### config.mk
export PLATFORM = sky130hd
export DESIGN_NAME = onealu_cpu
export DESIGN_NICKNAME = d
export VERILOG_FILES = /design/src/rtl/onealu_pkg.sv /design/src/rtl/onealu_regbank.sv /design/src/rtl/onealu_alu.sv /design/src/rtl/onealu_seq.sv /design/src/rtl/onealu_cpu.sv
export SDC_FILE = /design/constraint.sdc
export NUM_CORES = 2
export LEC_CHECK = 0
export BUFFER_PORTS_ARGS = -buffer_cell sky130_fd_sc_hd__buf_2
export CORE_UTILIZATION = 35
export CTS_CLUSTER_DIAMETER = 120
export DETAILED_ROUTE_END_ITERATION = 10
export GPL_TIMING_DRIVEN = 0
export PLACE_DENSITY = 0.59
export SYNTH_ARGS = -nofsm -noshare
export SYNTH_HDL_FRONTEND = slang
export SYNTH_SLANG_ARGS = --single-unit
### constraint.sdc
create_clock -name clk -period 7.8 [get_ports clk]
set_clock_uncertainty 0.2 [all_clocks]
set_input_delay 0.39 -clock clk [delete_from_list [all_inputs] [get_ports clk]]
set_output_delay 0.39 -clock clk [all_outputs]
set_load 0.05 [all_outputs]
### src/rtl/onealu_pkg.sv
package onealu_pkg;

  localparam int WORD = 32;

  typedef enum logic [3:0] {
    OP_ADD   = 4'd0,
    OP_SUB   = 4'd1,
    OP_AND   = 4'd2,
    OP_OR    = 4'd3,
    OP_XOR   = 4'd4,
    OP_LOAD  = 4'd5,
    OP_STORE = 4'd6,
    OP_ADDI  = 4'd7,
    OP_JUMP  = 4'd8
  } opc_e;

  typedef enum logic [2:0] {
    FN_ADD, FN_SUB, FN_AND, FN_OR, FN_XOR, FN_PASSA, FN_PASSB
  } alu_fn_e;

  typedef enum logic [1:0] {B_REG, B_IMM, B_STEP} bsel_e;

  typedef enum logic [1:0] {S_F0, S_F1, S_E0, S_E1} phase_e;

  typedef struct packed {
    logic [3:0]  op;
    logic [3:0]  rd;
    logic [3:0]  ra;
    logic [3:0]  rb;
    logic [15:0] imm;
  } instr_t;

  typedef struct packed {
    logic    a_pc;    // port A reads program counter
    logic    b_pc;    // port B reads program counter
    logic    a_mem;   // A bus sourced from memory read data
    bsel_e   bsel;
    alu_fn_e fn;
    logic    rf_we;
    logic    w_pc;    // write port targets program counter
    logic    mar_we;
    logic    ir_we;
    logic    rd_en;
    logic    wr_en;
  } ctl_t;

  function automatic logic [WORD-1:0] alu_eval(alu_fn_e fn,
                                               logic [WORD-1:0] a,
                                               logic [WORD-1:0] b);
    logic [WORD-1:0] y;
    unique case (fn)
      FN_ADD:   y = a + b;
      FN_SUB:   y = a - b;
      FN_AND:   y = a & b;
      FN_OR:    y = a | b;
      FN_XOR:   y = a ^ b;
      FN_PASSA: y = a;
      default:  y = b;
    endcase
    return y;
  endfunction

  function automatic logic [WORD-1:0] sext16(logic [15:0] v);
    return {{(WORD-16){v[15]}}, v};
  endfunction

  function automatic alu_fn_e op_to_fn(logic [3:0] op);
    alu_fn_e f;
    case (op)
      OP_SUB:  f = FN_SUB;
      OP_AND:  f = FN_AND;
      OP_OR:   f = FN_OR;
      OP_XOR:  f = FN_XOR;
      default: f = FN_ADD;
    endcase
    return f;
  endfunction

endpackage

### src/rtl/onealu_regbank.sv
module onealu_regbank #(
  parameter int NREG   = 16,
  parameter int W      = 32,
  parameter int PC_IDX = 15,
  localparam int AW    = $clog2(NREG)
) (
  input  logic          clk,
  input  logic          rst_n,
  input  logic [AW-1:0] ra_addr,
  input  logic [AW-1:0] rb_addr,
  output logic [W-1:0]  ra_data,
  output logic [W-1:0]  rb_data,
  input  logic          we,
  input  logic [AW-1:0] waddr,
  input  logic [W-1:0]  wdata,
  output logic [W-1:0]  pc_o
);

  logic [W-1:0] regs_q [NREG];

  always_ff @(posedge clk or negedge rst_n) begin
    if (!rst_n) begin
      for (int i = 0; i < NREG; i++) regs_q[i] <= '0;
    end else if (we) begin
      regs_q[waddr] <= wdata;
    end
  end

  assign ra_data = regs_q[ra_addr];
  assign rb_data = regs_q[rb_addr];
  assign pc_o    = regs_q[PC_IDX];

endmodule

### src/rtl/onealu_alu.sv
module onealu_alu
  import onealu_pkg::*;
#(
  parameter int W = WORD
) (
  input  alu_fn_e      fn,
  input  logic [W-1:0] a,
  input  logic [W-1:0] b,
  output logic [W-1:0] y
);

  assign y = alu_eval(fn, a, b);

endmodule

### src/rtl/onealu_seq.sv
module onealu_seq
  import onealu_pkg::*;
(
  input  logic       clk,
  input  logic       rst_n,
  input  logic [3:0] op,
  output phase_e     phase_o,
  output ctl_t       ctl_o
);

  phase_e ph_q, ph_d;

  always_ff @(posedge clk or negedge rst_n) begin
    if (!rst_n) ph_q <= S_F0;
    else        ph_q <= ph_d;
  end

  always_comb begin
    ctl_o      = '0;
    ctl_o.bsel = B_REG;
    ctl_o.fn   = FN_PASSB;
    ph_d       = S_F0;
    unique case (ph_q)
      S_F0: begin
        ctl_o.b_pc   = 1'b1;
        ctl_o.mar_we = 1'b1;
        ph_d         = S_F1;
      end
      S_F1: begin
        ctl_o.rd_en = 1'b1;
        ctl_o.ir_we = 1'b1;
        ctl_o.a_pc  = 1'b1;
        ctl_o.bsel  = B_STEP;
        ctl_o.fn    = FN_ADD;
        ctl_o.rf_we = 1'b1;
        ctl_o.w_pc  = 1'b1;
        ph_d        = S_E0;
      end
      S_E0: begin
        case (op)
          OP_ADD, OP_SUB, OP_AND, OP_OR, OP_XOR: begin
            ctl_o.fn    = op_to_fn(op);
            ctl_o.rf_we = 1'b1;
          end
          OP_ADDI: begin
            ctl_o.bsel  = B_IMM;
            ctl_o.fn    = FN_ADD;
            ctl_o.rf_we = 1'b1;
          end
          OP_LOAD, OP_STORE: begin
            ctl_o.mar_we = 1'b1;
            ph_d         = S_E1;
          end
          OP_JUMP: begin
            ctl_o.rf_we = 1'b1;
            ctl_o.w_pc  = 1'b1;
          end
          default: ;
        endcase
      end
      default: begin
        if (op == OP_LOAD) begin
          ctl_o.rd_en = 1'b1;
          ctl_o.a_mem = 1'b1;
          ctl_o.fn    = FN_PASSA;
          ctl_o.rf_we = 1'b1;
        end else begin
          ctl_o.wr_en = 1'b1;
        end
      end
    endcase
  end

  assign phase_o = ph_q;

endmodule

### src/rtl/onealu_cpu.sv
module onealu_cpu
  import onealu_pkg::*;
#(
  parameter int NREG    = 16,
  parameter int PC_IDX  = 15,
  parameter int PC_STEP = 4
) (
  input  logic            clk,
  input  logic            rst_n,
  output logic [WORD-1:0] mem_addr,
  output logic            mem_rd_en,
  output logic            mem_wr_en,
  output logic [WORD-1:0] mem_wdata,
  input  logic [WORD-1:0] mem_rdata
);

  localparam int AW = $clog2(NREG);

  ctl_t            ctl;
  phase_e          st_q;
  instr_t          ir_q;
  logic [WORD-1:0] mar_q;
  logic [WORD-1:0] ra_data, rb_data, abus, bbus, alu_y, pc_now;
  logic [AW-1:0]   ra_sel, rb_sel, w_sel;

  onealu_seq u_seq (
    .clk     (clk),
    .rst_n   (rst_n),
    .op      (ir_q.op),
    .phase_o (st_q),
    .ctl_o   (ctl)
  );

  assign ra_sel = ctl.a_pc ? AW'(PC_IDX) : AW'(ir_q.ra);
  assign rb_sel = ctl.b_pc ? AW'(PC_IDX) : AW'(ir_q.rb);
  assign w_sel  = ctl.w_pc ? AW'(PC_IDX) : AW'(ir_q.rd);

  onealu_regbank #(.NREG(NREG), .W(WORD), .PC_IDX(PC_IDX)) u_rf (
    .clk     (clk),
    .rst_n   (rst_n),
    .ra_addr (ra_sel),
    .rb_addr (rb_sel),
    .ra_data (ra_data),
    .rb_data (rb_data),
    .we      (ctl.rf_we),
    .waddr   (w_sel),
    .wdata   (alu_y),
    .pc_o    (pc_now)
  );

  assign abus = ctl.a_mem ? mem_rdata : ra_data;

  always_comb begin
    unique case (ctl.bsel)
      B_IMM:   bbus = sext16(ir_q.imm);
      B_STEP:  bbus = WORD'(PC_STEP);
      default: bbus = rb_data;
    endcase
  end

  onealu_alu #(.W(WORD)) u_alu (
    .fn (ctl.fn),
    .a  (abus),
    .b  (bbus),
    .y  (alu_y)
  );

  always_ff @(posedge clk or negedge rst_n) begin
    if (!rst_n) begin
      mar_q <= '0;
      ir_q  <= '0;
    end else begin
      if (ctl.mar_we) mar_q <= alu_y;
      if (ctl.ir_we)  ir_q  <= mem_rdata;
    end
  end

  assign mem_addr  = mar_q;
  assign mem_rd_en = ctl.rd_en;
  assign mem_wr_en = ctl.wr_en;
  assign mem_wdata = abus;

endmodule

==> impl_metrics.env <==
export IMPL_antenna_left=0
export IMPL_cts_buffers=72
export IMPL_start_util=0.355
export IMPL_track_usage=0.371
export IMPL_grt_max_degree=110
export IMPL_synth_adder_area_share=0.0372
export IMPL_die_w_microns=319
export IMPL_reg2reg_from="ir_q[17]$_DFFE_PN0P_"
export IMPL_synth_xor_area_share=0.0144
export IMPL_htreeDepth=3
export IMPL_status="finished, violations left"
export IMPL_layout_cells_most_common_list="593 x nand2_1, 578 x dfrtp_1, 345 x o21ai_0"
export IMPL_vias=34900
export IMPL_whs_ns=0.151
export IMPL_ys_seq_elements=578
export IMPL_mostFrequentLayoutCell="nand2_1"
export IMPL_cts_tree="done"
export IMPL_drv_slew=36
export IMPL_syn_num_nets=3794
export IMPL_io_buffers=99
export IMPL_hp_class="input port to asynchronous set/reset pin"
export IMPL_synth_edf_count=0
export IMPL_clk_pin_slew_ns=0.06
export IMPL_r2r_slack_ns=-0.16
export IMPL_synth_compound_area_share=0.194
export IMPL_async_flop_share=1.00
export IMPL_core_sq_mm=0.0990
export IMPL_clock_latency_ns=0.67
export IMPL_cp_end_kind="flop"
export IMPL_period_share=1.02
export IMPL_crit_fanout=10
export IMPL_synthCells=3656
export IMPL_critPathLaunchType="flop"
export IMPL_critPathKind="flop to flop"
export IMPL_muxShareOfSynthArea=0.176
export IMPL_clockRootBuffer="clkbuf_16"
export IMPL_wl_per_cell_microns=36.7
export IMPL_routed_wirelength_microns=193000
export IMPL_synth_avg_cell_area_sq_um=9.62
export IMPL_grt_pass1_vias=33100
export IMPL_synthFlopType="dfrtp_1"
export IMPL_violations="capacitance limit, slew limit, setup timing"
export IMPL_layout_nets=4033
export IMPL_synthDistinctLibCells=99
export IMPL_synth_top_family_by_area="compound AO/OA/AOI/OAI gates"
export IMPL_nFillCells=9810
export IMPL_antenna_found_initial=16
export IMPL_cp_startpoint="ir_q[17]$_DFFE_PN0P_"
export IMPL_placed_area_sq_mm=0.0376
export IMPL_finalHoldViolCount=0
export IMPL_setup_viol=40
export IMPL_final_cells=5250
export IMPL_maxCapViolCount=5
export IMPL_syn_area_sq_mm=0.0352
export IMPL_cts_num_sinks=578
export IMPL_finalWeightedCongestion=1.07
export IMPL_cp_slowest_stage_delay_ns=0.65
export IMPL_crit_arrival_ns=8.31
export IMPL_die_area_sq_mm=0.102
export IMPL_layout_setup_ws_ns=-0.158
export IMPL_required_ns=8.15
export IMPL_layout_drive_gt1_share=0.198
export IMPL_final_area_sq_mm=0.0414
export IMPL_crit_path_frequent_cell="buf_4"
export IMPL_via_per_inst=6.64
export IMPL_drc=0
export IMPL_dp_cells=5053
export IMPL_cp_slowest_cell="buf_2"
export IMPL_grt_pass1_wl_microns=264000
export IMPL_fin_crit_ns=7.96
export IMPL_slew_headroom=-0.0987
export IMPL_seq_area_sq_mm=0.0145
export IMPL_synth_warnings=0
export IMPL_hpwl_microns=140000
export IMPL_std_cell_rows=115
export IMPL_die_h_microns=319
export IMPL_area_growth_synth_to_final_pct=17.8
export IMPL_seq_area_frac_synth=0.411
export IMPL_cts_buffer_depth=3
export IMPL_ios=100
export IMPL_worst_pin_slew_ns=1.64
export IMPL_fmax_ghz=0.126
export IMPL_drtIter0Drc=5253
export IMPL_multi_input_area_sq_mm=0.0197
export IMPL_drtPass1Iterations=8
export IMPL_dpl_worst_slack_ns=-2.40
export IMPL_synth_simple_gate_area_frac=0.120
export IMPL_grt_overflow=0
## logic make-up (layout without fill, tap and decap cells)
family	after synthesis	after routing
AO/OA/AOI/OAI	1056	1056
AND/OR/NAND/NOR	979	979
flip-flops	578	578
multiplexers	484	484
buffers and inverters	397	694
adder cells (fa/ha/maj)	104	104
XOR/XNOR	58	58
other	0	10
## cell usage after synthesis (all sizes together), types with 13 or more instances
master / instances / area [sq um]
a2111oi: 38 / 334
a211oi: 63 / 483
a21o: 27 / 203
a21oi: 201 / 1010
a221oi: 97 / 856
a31oi: 34 / 219
buf: 82 / 469
clkbuf: 227 / 853
dfrtp: 578 / 14500
ha: 103 / 1290
inv: 88 / 330
mux2: 185 / 2090
mux2i: 210 / 2100
mux4: 89 / 2000
nand2: 593 / 2230
nand3: 29 / 145
nor2: 212 / 806
nor2b: 21 / 131
nor3: 25 / 151
o211ai: 30 / 225
o21ai: 367 / 1850
o221ai: 13 / 114
o22ai: 25 / 156
o31ai: 52 / 425
xnor2: 47 / 412
## sequential cells by signal, summed over array words and instances (netlist names)
register       cells
ir_q              32
u_seq.phase_o      2
u_rf.pc_o         32
u_rf.regs_q      480
mem_addr          32
## metal layers
layer	share of wire	GRT usage	vias to the layer above
li1	-	-	13900
met1	0.37	0.460	17300
met3	0.15	0.175	779
met2	0.40	0.518	2891
met4	0.076	0.225	10
met5	0.00092	0	-
## final timing paths
path	cells after the start	end
worst max-delay path	28	u_rf.regs_q[415]$_DFFE_PN0P_
min in group clk	2	mem_addr[1]$_DFFE_PN0P_
worst min-delay path	2	u_rf.regs_q[476]$_DFFE_PN0P_
max in group asynchronous	5	u_rf.regs_q[82]$_DFFE_PN0P_
worst min register to register	2	mem_addr[1]$_DFFE_PN0P_
worst max register to register	28	u_rf.regs_q[415]$_DFFE_PN0P_
## repair_timing
action,CTS,global route
hold endpoints to repair,122,0
buffers inserted,19,7
endpoints found under the setup margin,517,194
hold buffers,33,0
resized for setup,175,80
pin swaps,15,10
## worst max-delay path, delay by kind of cell, from the launching register on
kind / cells / cell delay, ns
compound gates: 9 / 2.07
mux: 1 / 0.24
fa+ha+maj: 1 / 0.31
buf+inv: 7 / 2.01
simple gates: 9 / 2.44
flops: 1 / 0.44
xor+xnor: 1 / 0.10
## per-stage QoR
step / util / TNS (ns)
after floorplan: - / 0
after global placement: 0.377 / -4619.24
after detailed placement: 0.379 / -739.01
after CTS: 0.415 / 0
after global routing: 0.418 / -0.365
final: 0.419 / -3.13
## cell type report
| class | count | share of cell area |
|---|---|---|
| Clock inverter | 31 | 0.0101 |
| Timing Repair Buffer | 169 | 0.0307 |
| Antenna cell | 10 | 0.000604 |
| Multi-Input combinational cell | 2681 | 0.475 |
| Clock buffer | 101 | 0.0500 |
| Inverter | 88 | 0.00797 |
| Sequential cell | 578 | 0.349 |
| Tap cell | 1287 | 0.0389 |
| Buffer | 305 | 0.0376 |
Power is left out: the tool's default activity adds up to more than one toggle a clock period on the data nets, which glitch-free logic cannot reach.
